$ cat src/rtl/sfd_pkg.sv
package sfd_pkg;

    localparam int unsigned SKIP_BITS_DEF = 16;
    localparam int unsigned ALT_BITS_DEF  = 5;

    typedef enum logic [1:0] {
        PH_SKIP = 2'd0,
        PH_ALT  = 2'd1,
        PH_HUNT = 2'd2
    } phase_e;

    typedef enum logic [1:0] {
        ST_HEADER  = 2'd0,
        ST_PAYLOAD = 2'd1,
        ST_DISCARD = 2'd2
    } state_e;

    typedef struct packed {
        logic same;
        logic ones;
    } pair_t;

    typedef struct packed {
        logic sof;
        logic strobe;
        logic bit_val;
        logic err;
    } rx_evt_t;

    function automatic int unsigned cnt_width(input int unsigned limit);
        return (limit < 2) ? 1 : $clog2(limit + 1);
    endfunction

endpackage

$ cat src/rtl/sfd_bit_timer.sv
module sfd_bit_timer
    import sfd_pkg::*;
#(
    parameter int unsigned SKIP_BITS = SKIP_BITS_DEF,
    parameter int unsigned ALT_BITS  = ALT_BITS_DEF
) (
    input  logic   clk,
    input  logic   rst,
    input  logic   valid,
    output phase_e phase,
    output logic   first_alt
);
    localparam int unsigned LIMIT = SKIP_BITS + ALT_BITS;
    localparam int unsigned CW    = cnt_width(LIMIT);

    logic [CW-1:0] cnt;

    always_ff @(posedge clk) begin
        if (rst || !valid) begin
            cnt <= '0;
        end else if (cnt != CW'(LIMIT)) begin
            cnt <= cnt + 1'b1;
        end
    end

    always_comb begin
        if (cnt < CW'(SKIP_BITS)) begin
            phase = PH_SKIP;
        end else if (cnt < CW'(LIMIT)) begin
            phase = PH_ALT;
        end else begin
            phase = PH_HUNT;
        end
        first_alt = (cnt == CW'(SKIP_BITS));
    end

    // a low qualifier restarts bit-time counting
    p_restart_r8: assert property (@(posedge clk) disable iff (rst)
        !valid |=> (phase == PH_SKIP));

    // the hunt phase is only left by a drop of the qualifier
    p_hunt_sticky_r4: assert property (@(posedge clk) disable iff (rst)
        (phase == PH_HUNT) && valid |=> (phase == PH_HUNT));
endmodule

$ cat src/rtl/sfd_pair_cmp.sv
module sfd_pair_cmp
    import sfd_pkg::*;
(
    input  logic  clk,
    input  logic  rst,
    input  logic  valid,
    input  logic  bit_in,
    output pair_t pair
);
    logic prev_bit;
    logic have_prev;

    always_ff @(posedge clk) begin
        if (rst) begin
            prev_bit  <= 1'b0;
            have_prev <= 1'b0;
        end else begin
            prev_bit  <= bit_in;
            have_prev <= valid;
        end
    end

    always_comb begin
        pair.same = have_prev && valid && (bit_in == prev_bit);
        pair.ones = pair.same && bit_in;
    end

    // a ones pair needs the previous sample to be a valid one
    p_ones_needs_prev_r4: assert property (@(posedge clk) disable iff (rst)
        pair.ones |-> $past(valid) && $past(bit_in));
endmodule

$ cat src/rtl/sfd_hdr_fsm.sv
module sfd_hdr_fsm
    import sfd_pkg::*;
(
    input  logic    clk,
    input  logic    rst,
    input  logic    valid,
    input  logic    bit_in,
    input  phase_e  phase,
    input  logic    first_alt,
    input  pair_t   pair,
    output rx_evt_t evt
);
    state_e  st, st_nxt;
    rx_evt_t evt_nxt;

    always_comb begin
        st_nxt  = st;
        evt_nxt = '0;
        if (!valid) begin
            st_nxt = ST_HEADER;
        end else begin
            unique case (st)
                ST_HEADER: begin
                    unique case (phase)
                        PH_ALT: begin
                            if (!first_alt && pair.same) begin
                                evt_nxt.err = 1'b1;
                                st_nxt      = ST_DISCARD;
                            end
                        end
                        PH_HUNT: begin
                            if (pair.ones) begin
                                evt_nxt.sof = 1'b1;
                                st_nxt      = ST_PAYLOAD;
                            end else if (pair.same) begin
                                evt_nxt.err = 1'b1;
                                st_nxt      = ST_DISCARD;
                            end
                        end
                        default: ;
                    endcase
                end
                ST_PAYLOAD: begin
                    evt_nxt.strobe  = 1'b1;
                    evt_nxt.bit_val = bit_in;
                end
                default: ;
            endcase
        end
    end

    always_ff @(posedge clk) begin
        if (rst) begin
            st  <= ST_HEADER;
            evt <= '0;
        end else begin
            st  <= st_nxt;
            evt <= evt_nxt;
        end
    end

    // outputs are mutually exclusive
    p_single_event_r10: assert property (@(posedge clk) disable iff (rst)
        $onehot0({evt.sof, evt.strobe, evt.err}));

    // nothing is reported for a settling-window bit
    p_skip_silent_r1: assert property (@(posedge clk) disable iff (rst)
        valid && (phase == PH_SKIP) |=> !evt.err && !evt.sof);

    // a rejected frame stays silent
    p_discard_quiet_r7: assert property (@(posedge clk) disable iff (rst)
        valid && (st == ST_DISCARD) |=> (evt == '0));

    // a low qualifier gives no output
    p_idle_quiet_r8: assert property (@(posedge clk) disable iff (rst)
        !valid |=> (evt == '0));

    // payload strobes never start before a start-of-frame
    p_strobe_after_sof_r6: assert property (@(posedge clk) disable iff (rst)
        evt.strobe |-> $past(evt.sof) || $past(evt.strobe));
endmodule

$ cat src/rtl/sfd_detect.sv
module sfd_detect
    import sfd_pkg::*;
#(
    parameter int unsigned SKIP_BITS = SKIP_BITS_DEF,
    parameter int unsigned ALT_BITS  = ALT_BITS_DEF
) (
    input  logic clk,
    input  logic rst,
    input  logic rx_valid,
    input  logic rx_bit,
    output logic sof_o,
    output logic strobe_o,
    output logic data_o,
    output logic err_o
);
    phase_e  phase;
    logic    first_alt;
    pair_t   pair;
    rx_evt_t evt;

    sfd_bit_timer #(
        .SKIP_BITS (SKIP_BITS),
        .ALT_BITS  (ALT_BITS)
    ) u_timer (
        .clk       (clk),
        .rst       (rst),
        .valid     (rx_valid),
        .phase     (phase),
        .first_alt (first_alt)
    );

    sfd_pair_cmp u_pair (
        .clk    (clk),
        .rst    (rst),
        .valid  (rx_valid),
        .bit_in (rx_bit),
        .pair   (pair)
    );

    sfd_hdr_fsm u_fsm (
        .clk       (clk),
        .rst       (rst),
        .valid     (rx_valid),
        .bit_in    (rx_bit),
        .phase     (phase),
        .first_alt (first_alt),
        .pair      (pair),
        .evt       (evt)
    );

    assign sof_o    = evt.sof;
    assign strobe_o = evt.strobe;
    assign data_o   = evt.bit_val;
    assign err_o    = evt.err;

    // start-of-frame follows two valid ones at the pins
    p_sof_pins_r4: assert property (@(posedge clk) disable iff (rst)
        sof_o |-> $past(rx_bit) && $past(rx_valid)
                  && $past(rx_bit, 2) && $past(rx_valid, 2));

    // the forwarded bit is the sample from one clock earlier
    p_data_echo_r6: assert property (@(posedge clk) disable iff (rst)
        strobe_o |-> (data_o == $past(rx_bit)) && $past(rx_valid));
endmodule

$ cat config.mk
export PLATFORM = sky130hd
export DESIGN_NAME = sfd_detect
export DESIGN_NICKNAME = d
export VERILOG_FILES = /design/src/rtl/sfd_pkg.sv /design/src/rtl/sfd_bit_timer.sv /design/src/rtl/sfd_pair_cmp.sv /design/src/rtl/sfd_hdr_fsm.sv /design/src/rtl/sfd_detect.sv
export SDC_FILE = /design/constraint.sdc
export NUM_CORES = 1
export LEC_CHECK = 0
export ABC_AREA = 1
export BUFFER_PORTS_ARGS = -buffer_cell sky130_fd_sc_hd__buf_2
export CAP_MARGIN = 20
export CORE_MARGIN = 2
export CORE_UTILIZATION = 50
export CTS_BUF_LIST = sky130_fd_sc_hd__clkbuf_4 sky130_fd_sc_hd__clkbuf_8 sky130_fd_sc_hd__clkbuf_16
export DETAILED_ROUTE_END_ITERATION = 10
export GPL_TIMING_DRIVEN = 0
export HOLD_SLACK_MARGIN = 0.12
export PLACE_DENSITY = 0.7
export SKIP_CTS_REPAIR_TIMING = 1
export SYNTH_ARGS = -nofsm -noshare
export SYNTH_HDL_FRONTEND = slang
export SYNTH_HIERARCHICAL = 1
export SYNTH_SLANG_ARGS = --single-unit
$ cat constraint.sdc
create_clock -name clk -period 1.8 [get_ports clk]
set_clock_uncertainty 0.1 [all_clocks]
set_input_delay 0.27 -clock clk [delete_from_list [all_inputs] [get_ports clk]]
set_output_delay 0.27 -clock clk [all_outputs]
set_load 0.01 [all_outputs]
==> impl_metrics.yaml, run 1 <==
sta:
  tns_ns: 0
  finalHoldViolations: 0
  drv_slew: 0
  rsz0062_at_grt: "false"
  fmax_mhz: 626.0
  worst_pin_slew_ns: 0.2851
  period_needed_ns: 1.597
  timing.slew.headroom_pct: 80.92
  setup_viol: 0
  hold_ws_ns: 0.1481
  period_share_pct: 88.74
clocking:
  numCtsBuffers: 3
  clockRootBuffer: "clkbuf_4"
  clock_sinks: 13
  clk_latency_ns: 0.27
  cts_tree: "built"
  h-tree-depth: 1
  path_clk_slew_ns: 0.08
  clockBufferDepth: 2
pwr:
  switchingPower_mw: 0.1163
  power.total_mw: 0.5221
  vdd.ir_drop.worst_mv: 0.4538
  seq_power_share_pct: 56.7
  switching_share_pct: 22.27
  p_comb_share_pct: 6.3
  p_int_mw: 0.4059
  p_per_area_nw_per_um2: 633.3
  clock_power_share_pct: 37.0
  p_leak_nw: 0.3818
logic_synthesis:
  synth.top_cells.by_area: "dfxtp_1, ha_1, nand2_1, inv_1, nor2_1"
  yosys.area.top_type: "dfxtp_1"
  yosysWarnings: 6
  synth_nets: 108
  netlist_area_sq_um: 730.7
  yosysSeqAreaShare_pct: 35.62
  ys_types: 23
  syn_avg_cell_area_sq_um: 7.456
  ys_seq_elements: 13
  synth_top_area_share_pct: 35.62
  synth_edf_count: 0
  synthFlopType: "dfxtp_1"
  async_flop_share_pct: 0
  postSynthCellCount: 98
route:
  via_per_inst: 4.688
  drt_iter0_drc: 7
  via_count: 586
  ant_nets: 0
  wl_mm: 1.108
  drc: 0
  drtPass1Iterations: 4
  wire_per_inst_um: 8.864
floorplanning:
  die_w_um: 42.23
  die_height_um: 42.23
  initial_utilization_pct: 54.78
  coreArea_sq_um: 1334
  die-area_sq_um: 1783
  ioPinCount: 8
  row_count: 13
worst_setup_path:
  worstPathRequired_ns: 1.90
  ff2ff_setup_slack_ns: 0.20
  crit_start: "u_timer/cnt[2]"
  timing.rr.end: "u_fsm/st[1]"
  crit_path_end: "u_fsm/st[1]"
  arrival_ns: 1.70
  cp_max_fo: 8
  cp-end-kind: "flip-flop"
  r2r-start: "u_timer/cnt[2]"
  reg2reg_depth: 9
  crit_type: "reg -> reg"
  startpoint_type: "flip-flop"
finish:
  num_antenna_cells: 0
  final_common_cell: "nand2_1"
  layout_common_cells: "nand2_1, inv_1, nor2_1, dfxtp_1"
  layout-drive-gt1-share_pct: 26.36
  area_growth_pct: 12.84
  nets: 121
  stdcell_count: 125
global_routing:
  grt_pass1_vias: 524
  grt_usage_pct: 15.29
  grt_max_degree: 9
  grt_pass1_wl_mm: 2.125
  antenna_found_initial: 0
  overflow: 0
min_path:
  hp-class: "in -> reg"
placement:
  port_buffers: 7
  gp_congestion: 0.7988
  hpwl_um: 877.5
  dp_cells: 120
flow_run:
  maxCapViolCount: 0
run_status:
  status: "complete, no violations"
cell usage after synthesis (2+ instances only):
cell type,instances
nand4_1,4
inv_2,6
a21oi_2,2
dfxtp_1,13
nand3_1,7
nand2_1,15
a21oi_1,3
ha_1,6
nand2_2,4
inv_1,13
nor2_1,13
final cells by class:
| class | count | area (sq um) |
|---|---|---|
| buffer | 1 | 11.26 |
| clock buffer | 4 | 30.03 |
| fill | 136 | 509.2 |
| inverter | 20 | 75.07 |
| multi-input combinational | 64 | 384.1 |
| sequential | 13 | 260.3 |
| tap | 15 | 18.77 |
| timing repair buffer | 8 | 45.04 |
critical path, stage by stage (launching register included):
cell	delay (ns)
dfxtp_1	0.31
buf_6	0.13
nand2_2	0.07
nand3_1	0.08
nor2_1	0.13
inv_1	0.08
ha_1	0.25
a21oi_2	0.16
nand3_1	0.08
a21oi_1	0.13
through the flow:
| stage | utilization, % | setup slack [ns] | instance area (sq um) |
|---|---|---|---|
| 2_1_floorplan | - | 0.3305 | 730.7 |
| 5_1_grt | 61.82 | 0.08332 | 824.5 |
| 3_5_place_dp | 58.82 | 0.2233 | 784.5 |
| 6_report | 61.82 | 0.2026 | 824.5 |
| 4_1_cts | 61.07 | 0.1943 | 814.5 |
| 3_3_place_gp | 58.82 | 0.2245 | 784.5 |
sequential cells by signal, indices dropped and copies added (netlist names):
signal / count
u_pair/prev_bit: 1
u_timer/cnt: 5
u_pair/have_prev: 1
u_fsm/evt: 4
u_fsm/st: 2
logic make-up (layout without fill, tap and decap cells):
kind of cell               after synthesis  count (layout)  synth area share, %
AOI/OAI and AO/OA                        7               7                6.164
xor gates and xnor gates                 1               1                1.199
adders and majority gates                6               6                10.27
buffers and inverters                   21              33                11.81
DFF                                     13              13                35.62
and+or+nand+nor                         50              50                34.93
power groups by stage:
stage	registers (mW)	logic, mW	clock network, mW
2_1_floorplan	0.302	0.0212	0
3_3_place_gp	0.303	0.0304	0
3_5_place_dp	0.303	0.0312	0
4_1_cts	0.296	0.0314	0.203
5_1_grt	0.297	0.0376	0.216
6_report	0.296	0.0329	0.193
worst min-delay path by stage:
stage | from | to | slack (ns) | depth (start not counted)
3_3_place_gp | u_fsm/st[1] | u_fsm/evt[2] | 0.35 | 1
5_1_grt | rx_bit | u_fsm/evt[1] | 0.14 | 2
4_1_cts | rst | u_pair/have_prev | 0.07 | 2
6_report | rx_valid | u_pair/have_prev | 0.15 | 3
2_1_floorplan | rst | u_pair/have_prev | 0.24 | 1
3_5_place_dp | u_fsm/st[1] | u_fsm/evt[2] | 0.35 | 1
metal layers:
| layer | up-vias | routed length, um | GRT usage (%) |
|---|---|---|---|
| met3 | 2 | 29 | 2.586 |
| met2 | 8 | 452 | 21.85 |
| met5 | - | 0 | 0 |
| met4 | 0 | 14 | 9.375 |
| met1 | 249 | 611 | 21.16 |
| li1 | 327 | - | - |
Note: power is estimated with default switching activity, not from simulation.
==> run 2: changes to the inputs <==
--- a/config.mk
+++ b/config.mk
@@ -5,16 +5,15 @@
 export SDC_FILE = /design/constraint.sdc
 export NUM_CORES = 1
 export LEC_CHECK = 0
-export ABC_AREA = 1
-export BUFFER_PORTS_ARGS = -buffer_cell sky130_fd_sc_hd__buf_2
+export BUFFER_PORTS_ARGS = -buffer_cell sky130_fd_sc_hd__buf_4
 export CAP_MARGIN = 20
 export CORE_MARGIN = 2
-export CORE_UTILIZATION = 50
+export CORE_UTILIZATION = 48
 export CTS_BUF_LIST = sky130_fd_sc_hd__clkbuf_4 sky130_fd_sc_hd__clkbuf_8 sky130_fd_sc_hd__clkbuf_16
 export DETAILED_ROUTE_END_ITERATION = 10
 export GPL_TIMING_DRIVEN = 0
 export HOLD_SLACK_MARGIN = 0.12
-export PLACE_DENSITY = 0.7
+export PLACE_DENSITY = 0.71
 export SKIP_CTS_REPAIR_TIMING = 1
 export SYNTH_ARGS = -nofsm -noshare
 export SYNTH_HDL_FRONTEND = slang
==> constraint.sdc (replaced) <==
create_clock -name clk -period 1.3 [get_ports clk]
set_clock_uncertainty 0.1 [all_clocks]
set_input_delay 0.195 -clock clk [delete_from_list [all_inputs] [get_ports clk]]
set_output_delay 0.195 -clock clk [all_outputs]
set_load 0.01 [all_outputs]
==> run 2 against run 1 <==
  * The flow now finishes with violations (setup timing)
  * Final cell count is 23% lower
  * Clock power is 39% higher
  * Count of clock-buffer cells in the layout stayed put
  * Hold slack better by 0.061 ns
  * Combinational power is 34% higher
  * Critical path type unchanged
==> impl_metrics.yaml, run 2 <==
clocking:
  path_clk_slew_ns: 0.08
  clk_latency_ns: 0.27
  numCtsBuffers: 3
  h-tree-depth: 1
  clock_sinks: 13
  cts_tree: "built"
  clockRootBuffer: "clkbuf_4"
  clockBufferDepth: 2
worst_setup_path:
  cp_top_family: "compound AO/OA/AOI/OAI gates"
  r2r-start: "u_timer/cnt[1]"
  cpPeakStageDelay_ns: 0.36
  slowest_stage: "dfxtp_2"
  startpoint_type: "flip-flop"
  cp_num_buf_inv: 1
  cp_max_fo: 5
  cp-end-kind: "flip-flop"
  arrival_ns: 1.84
  reg2reg_depth: 7
  crit_chain: "o21a_4 -> o21a_1 -> inv_1 -> ha_4 -> nand3b_1 -> a221o_1 -> a21oi_2"
  timing.rr.end: "u_fsm/st[1]"
  worstPathRequired_ns: 1.41
  ff2ff_setup_slack_ns: -0.43
  crit_type: "reg -> reg"
global_routing:
  grt_pass1_vias: 435
  grt_usage_pct: 17.10
  grt_max_degree: 8
  overflow: 0
  grt_pass1_wl_mm: 1.800
  antenna_found_initial: 0
floorplanning:
  die-area_sq_um: 1634
  row_count: 13
  die_height_um: 40.43
  initial_utilization_pct: 50.20
  ioPinCount: 8
  die_w_um: 40.43
  coreArea_sq_um: 1269
route:
  via_per_inst: 5.271
  ant_nets: 0
  wl_met1_um: 577
  dr_wl_met2_um: 596
  wire_per_inst_um: 12.67
  via_count: 506
  wl_mm: 1.216
  drc: 0
  drt_iter0_drc: 4
  top_layer_used: "met4"
  drtPass1Iterations: 2
  met3RoutedLength_um: 29
pwr:
  vdd.ir_drop.worst_mv: 0.5479
  p_per_area_nw_per_um2: 832.9
  p_leak_nw: 0.3283
placement:
  place_area_sq_um: 724.4
  gp_congestion: 0.6721
  pre_cts_ws_ns: -0.4346
  hpwl_um: 837.1
  port_buffers: 7
  dp_cells: 87
sta:
  period_needed_ns: 1.729
  drv_slew: 0
  period_share_pct: 133.0
  worst_slack_ns: -0.4291
  setup_viol: 5
  fmax_mhz: 578.3
  worst_pin_slew_ns: 0.2754
  timing.slew.headroom_pct: 81.61
  finalHoldViolations: 0
  rsz0062_at_grt: "true"
finish:
  area_growth_pct: 35.95
  layout_common_cells: "dfxtp_1, buf_4, inv_1"
  stdcell_area_sq_um: 865.8
  largest_reg_flops: 5
  layout-drive-gt1-share_pct: 37.04
  final_common_cell: "dfxtp_1"
  num_antenna_cells: 0
  nets: 92
  top_register: "u_timer/cnt"
  top_regs: "u_timer/cnt (5), u_fsm/evt (4), u_fsm/st (2)"
  stdcell_count: 96
min_path:
  hp-class: "in -> reg"
  hold_depth: 3
  hold_end: "u_fsm/st[1]"
  min_from: "rst"
logic_synthesis:
  syn_avg_cell_area_sq_um: 9.798
  synth_top_area_share_pct: 40.86
  synth_nets: 75
  ys_seq_elements: 13
  postSynthCellCount: 65
  synth.top_cells.by_area: "dfxtp_1, ha_1, inv_1, xnor2_1, nand2b_1"
  muxShareOfSynthArea_pct: 1.572
  synthAdderAreaFrac_pct: 11.79
  yosys.area.top_type: "dfxtp_1"
  ys_top_cells_by_count: "dfxtp_1, inv_1, ha_1"
  synth.most_common_cell: "dfxtp_1"
  yosysWarnings: 6
  netlist_area_sq_um: 636.9
  synth-compound-area-share_pct: 8.841
  async_flop_share_pct: 0
  yosysSeqAreaShare_pct: 40.86
  synth_top_family_by_area: "simple AND/OR/NAND/NOR gates"
  synth-simple-area-share_pct: 25.34
  synth_edf_count: 0
  synth_xor_area_share_pct: 6.876
  ys_types: 28
  synthFlopType: "dfxtp_1"
run_status:
  violations: "setup timing"
  status: "finished, violations left"
flow_run:
  maxCapViolCount: 0
run 2: per-layer routing:
layer | vias to the layer above | global-route usage, %
met4 | 0 | 10.00
met1 | 244 | 21.59
li1 | 254 | -
met2 | 6 | 26.59
met5 | - | 0
met3 | 2 | 3.333
run 2: final cells by class:
type | instances | area (sq um)
repair buffers | 12 | 97.59
fillers | 110 | 402.9
multi-input cells | 44 | 420.4
inverters | 8 | 30.03
well taps | 15 | 18.77
clock buffers | 4 | 30.03
flip-flops and latches | 13 | 269.0
run 2: where the power goes:
part           internal [mW]  leakage [nW]  total, mW  switching [mW]
combinational         0.0243         0.202     0.0440          0.0197
sequential             0.402         0.107      0.409         0.00709
clock                  0.140        0.0184      0.268           0.129
total                  0.566         0.328      0.721           0.156
run 2: cell families after synthesis:
logic type                 after synthesis
and+or+nand+nor                         24
DFF                                     13
AOI/OAI and AO/OA                        8
buffers and inverters                    8
adders and majority gates                6
xor gates and xnor gates                 5
muxes                                    1
run 2: worst max path at each step:
stage,startpoint,end,slack (ns),depth (start not counted)
2_1_floorplan,u_timer/cnt[1],u_fsm/st[1],-0.31,7
3_3_place_gp,u_timer/cnt[1],u_fsm/st[1],-0.39,7
3_5_place_dp,u_timer/cnt[1],u_fsm/st[1],-0.43,7
4_1_cts,u_timer/cnt[1],u_fsm/st[1],-0.46,7
5_1_grt,u_timer/cnt[1],u_fsm/st[1],-0.48,6
6_report,u_timer/cnt[1],u_fsm/st[1],-0.43,7
run 2: worst reg2reg max path: stages, from the launching register on:
cell and delay [ns]:
dfxtp_2 0.36, o21a_4 0.23, o21a_1 0.19, inv_1 0.10, ha_4 0.15, nand3b_1 0.10
a221o_1 0.33, a21oi_2 0.11
run 2: per-stage QoR:
| stage | utilization (%) | hold slack (ns) | TNS, ns | total power, mW |
|---|---|---|---|---|
| floorplan | - | 0.1666 | -0.8208 | 0.4398 |
| global placement | 57.10 | 0.2744 | -1.085 | 0.4543 |
| detailed placement | 57.10 | 0.2815 | -1.228 | 0.4556 |
| CTS | 59.47 | -0.01007 | -1.310 | 0.7231 |
| global route | 68.24 | 0.2304 | -1.609 | 0.7523 |
| finish | 68.24 | 0.2087 | -1.272 | 0.7212 |
==> run 3: changes to the inputs <==
--- a/config.mk
+++ b/config.mk
@@ -10,8 +10,8 @@
 export CORE_MARGIN = 2
 export CORE_UTILIZATION = 48
 export CTS_BUF_LIST = sky130_fd_sc_hd__clkbuf_4 sky130_fd_sc_hd__clkbuf_8 sky130_fd_sc_hd__clkbuf_16
+export CTS_CLUSTER_SIZE = 20
 export DETAILED_ROUTE_END_ITERATION = 10
-export GPL_TIMING_DRIVEN = 0
 export HOLD_SLACK_MARGIN = 0.12
 export PLACE_DENSITY = 0.71
 export SKIP_CTS_REPAIR_TIMING = 1
==> run 3 against run 2 <==
  * Sequential share of layout area decreased by 1.6 points
  * First-iteration DRC count is 75% higher
  * Maximum frequency grew 0.96%
  * Flip-flop and latch count did not move
  * Final cell count up 7.3%
  * Count of clock-buffer cells in the layout did not move
  * Cell area grew 3.6%
  * The flow still finishes with violations (setup timing)
  * Sequential power is essentially flat
  * Utilization is 2.5 points higher
  * Non-clock buffer count up 7
  * Hold slack got worse by 0.064 ns
==> impl_metrics.yaml, run 3 (same netlist as run 2, synthesis figures left out) <==
finish:
  layout_common_cells: "buf_4, dfxtp_1, inv_1"
  num_antenna_cells: 0
  layout-drive-gt1-share_pct: 42.05
  fin_util_pct: 70.71
  area_growth_pct: 40.86
  largest_reg_flops: 5
  top_regs: "u_timer/cnt (5), u_fsm/evt (4), u_fsm/st (2)"
  stdcell_area_sq_um: 897.1
  final_common_cell: "buf_4"
  top_register: "u_timer/cnt"
  stdcell_count: 103
  nets: 99
placement:
  hpwl_um: 891.9
  dp_cells: 96
  pre_cts_ws_ns: -0.3786
  place_area_sq_um: 792.0
  gp_congestion: 0.6916
  port_buffers: 7
clocking:
  clock_sinks: 13
  cts_tree: "built"
  clockRootBuffer: "clkbuf_4"
  numCtsBuffers: 3
  clockBufferDepth: 2
  clk_latency_ns: 0.27
  h-tree-depth: 1
  path_clk_slew_ns: 0.08
floorplanning:
  row_count: 13
  ioPinCount: 8
  coreArea_sq_um: 1269
  die_height_um: 40.43
  initial_utilization_pct: 50.20
  die_w_um: 40.43
  die-area_sq_um: 1634
sta:
  hold_ws_ns: 0.1448
  worst_pin_slew_ns: 0.2570
  timing.slew.headroom_pct: 82.77
  drv_slew: 0
  worst_slack_ns: -0.4126
  rsz0062_at_grt: "true"
  setup_viol: 8
  finalHoldViolations: 0
  period_needed_ns: 1.713
  tns_ns: -1.633
  fmax_mhz: 583.9
  period_share_pct: 131.7
pwr:
  p_leak_nw: 0.3618
  switching_share_pct: 21.14
  p_comb_share_pct: 8.0
  vdd.ir_drop.worst_mv: 0.6536
  clock_power_share_pct: 36.1
  switchingPower_mw: 0.1545
  p_per_area_nw_per_um2: 814.7
  p_int_mw: 0.5764
  seq_power_share_pct: 55.9
  power.total_mw: 0.7309
run_status:
  violations: "setup timing"
  status: "finished, violations left"
global_routing:
  grt_max_degree: 8
  grt_pass1_vias: 413
  overflow: 0
  grt_usage_pct: 17.90
  antenna_found_initial: 0
  grt_pass1_wl_mm: 1.849
route:
  drt_iter0_drc: 7
  drc: 0
  via_count: 516
  wire_per_inst_um: 12.31
  drtPass1Iterations: 4
  wl_mm: 1.268
  ant_nets: 0
  via_per_inst: 5.010
worst_setup_path:
  startpoint_type: "flip-flop"
  arrival_ns: 1.83
  cp-end-kind: "flip-flop"
  worstPathRequired_ns: 1.42
  crit_type: "reg -> reg"
  cp_max_fo: 3
flow_run:
  maxCapViolCount: 0
min_path:
  hp-class: "in -> reg"
==> run 3: changes by cell type in the layout (fill, tap and decap cells not counted), sizes merged <==
cell         previous run  this run
dlygate4sd3             3         2
buf                     9        17
==> run 3: cell type report <==
type,instances,area (sq um)
repair buffers,19,155.1
fillers,106,371.6
well taps,15,18.77
multi-input cells,44,396.6
inverters,8,32.53
flip-flops and latches,13,264.0
clock buffers,4,30.03
==> run 3: layer usage <==
layer  routed length, um  part of all wire, %  GRT usage, %  up-vias
li1                    -                    -             -      269
met1                 601                   47         25.58      237
met2                 610                   48         22.22        8
met3                  38                  3.0         8.333        2
met4                  18                  1.4         7.500        0
met5                   0                    0             0        -
==> run 3: critical path: stages, from the launching register on <==
cell	delay (ns)
dfxtp_2	0.33
o21a_1	0.20
o21a_1	0.21
inv_1	0.08
ha_2	0.19
nand3b_1	0.11
a221o_1	0.33
a21oi_2	0.10
==> run 3: path summary, 6_finish.rpt <==
kind	slack (ns)	from	depth (start not counted)	to
worst max-delay path	-0.41	u_timer/cnt[1]	7	u_fsm/st[1]
worst min-delay path	0.14	rx_bit	3	u_fsm/evt[1]
worst max register to register	-0.41	u_timer/cnt[1]	7	u_fsm/st[1]
worst min register to register	0.38	u_fsm/st[0]	1	u_fsm/evt[3]
==> run 3: power groups by stage <==
stage                     Clock (mW)  Combinational, mW  Sequential [mW]
final                          0.264             0.0588            0.408
after global routing           0.292             0.0664            0.409
after CTS                      0.273             0.0473            0.408
after detailed placement           0             0.0470            0.418
after global placement             0             0.0457            0.417
after floorplan                    0             0.0207            0.419
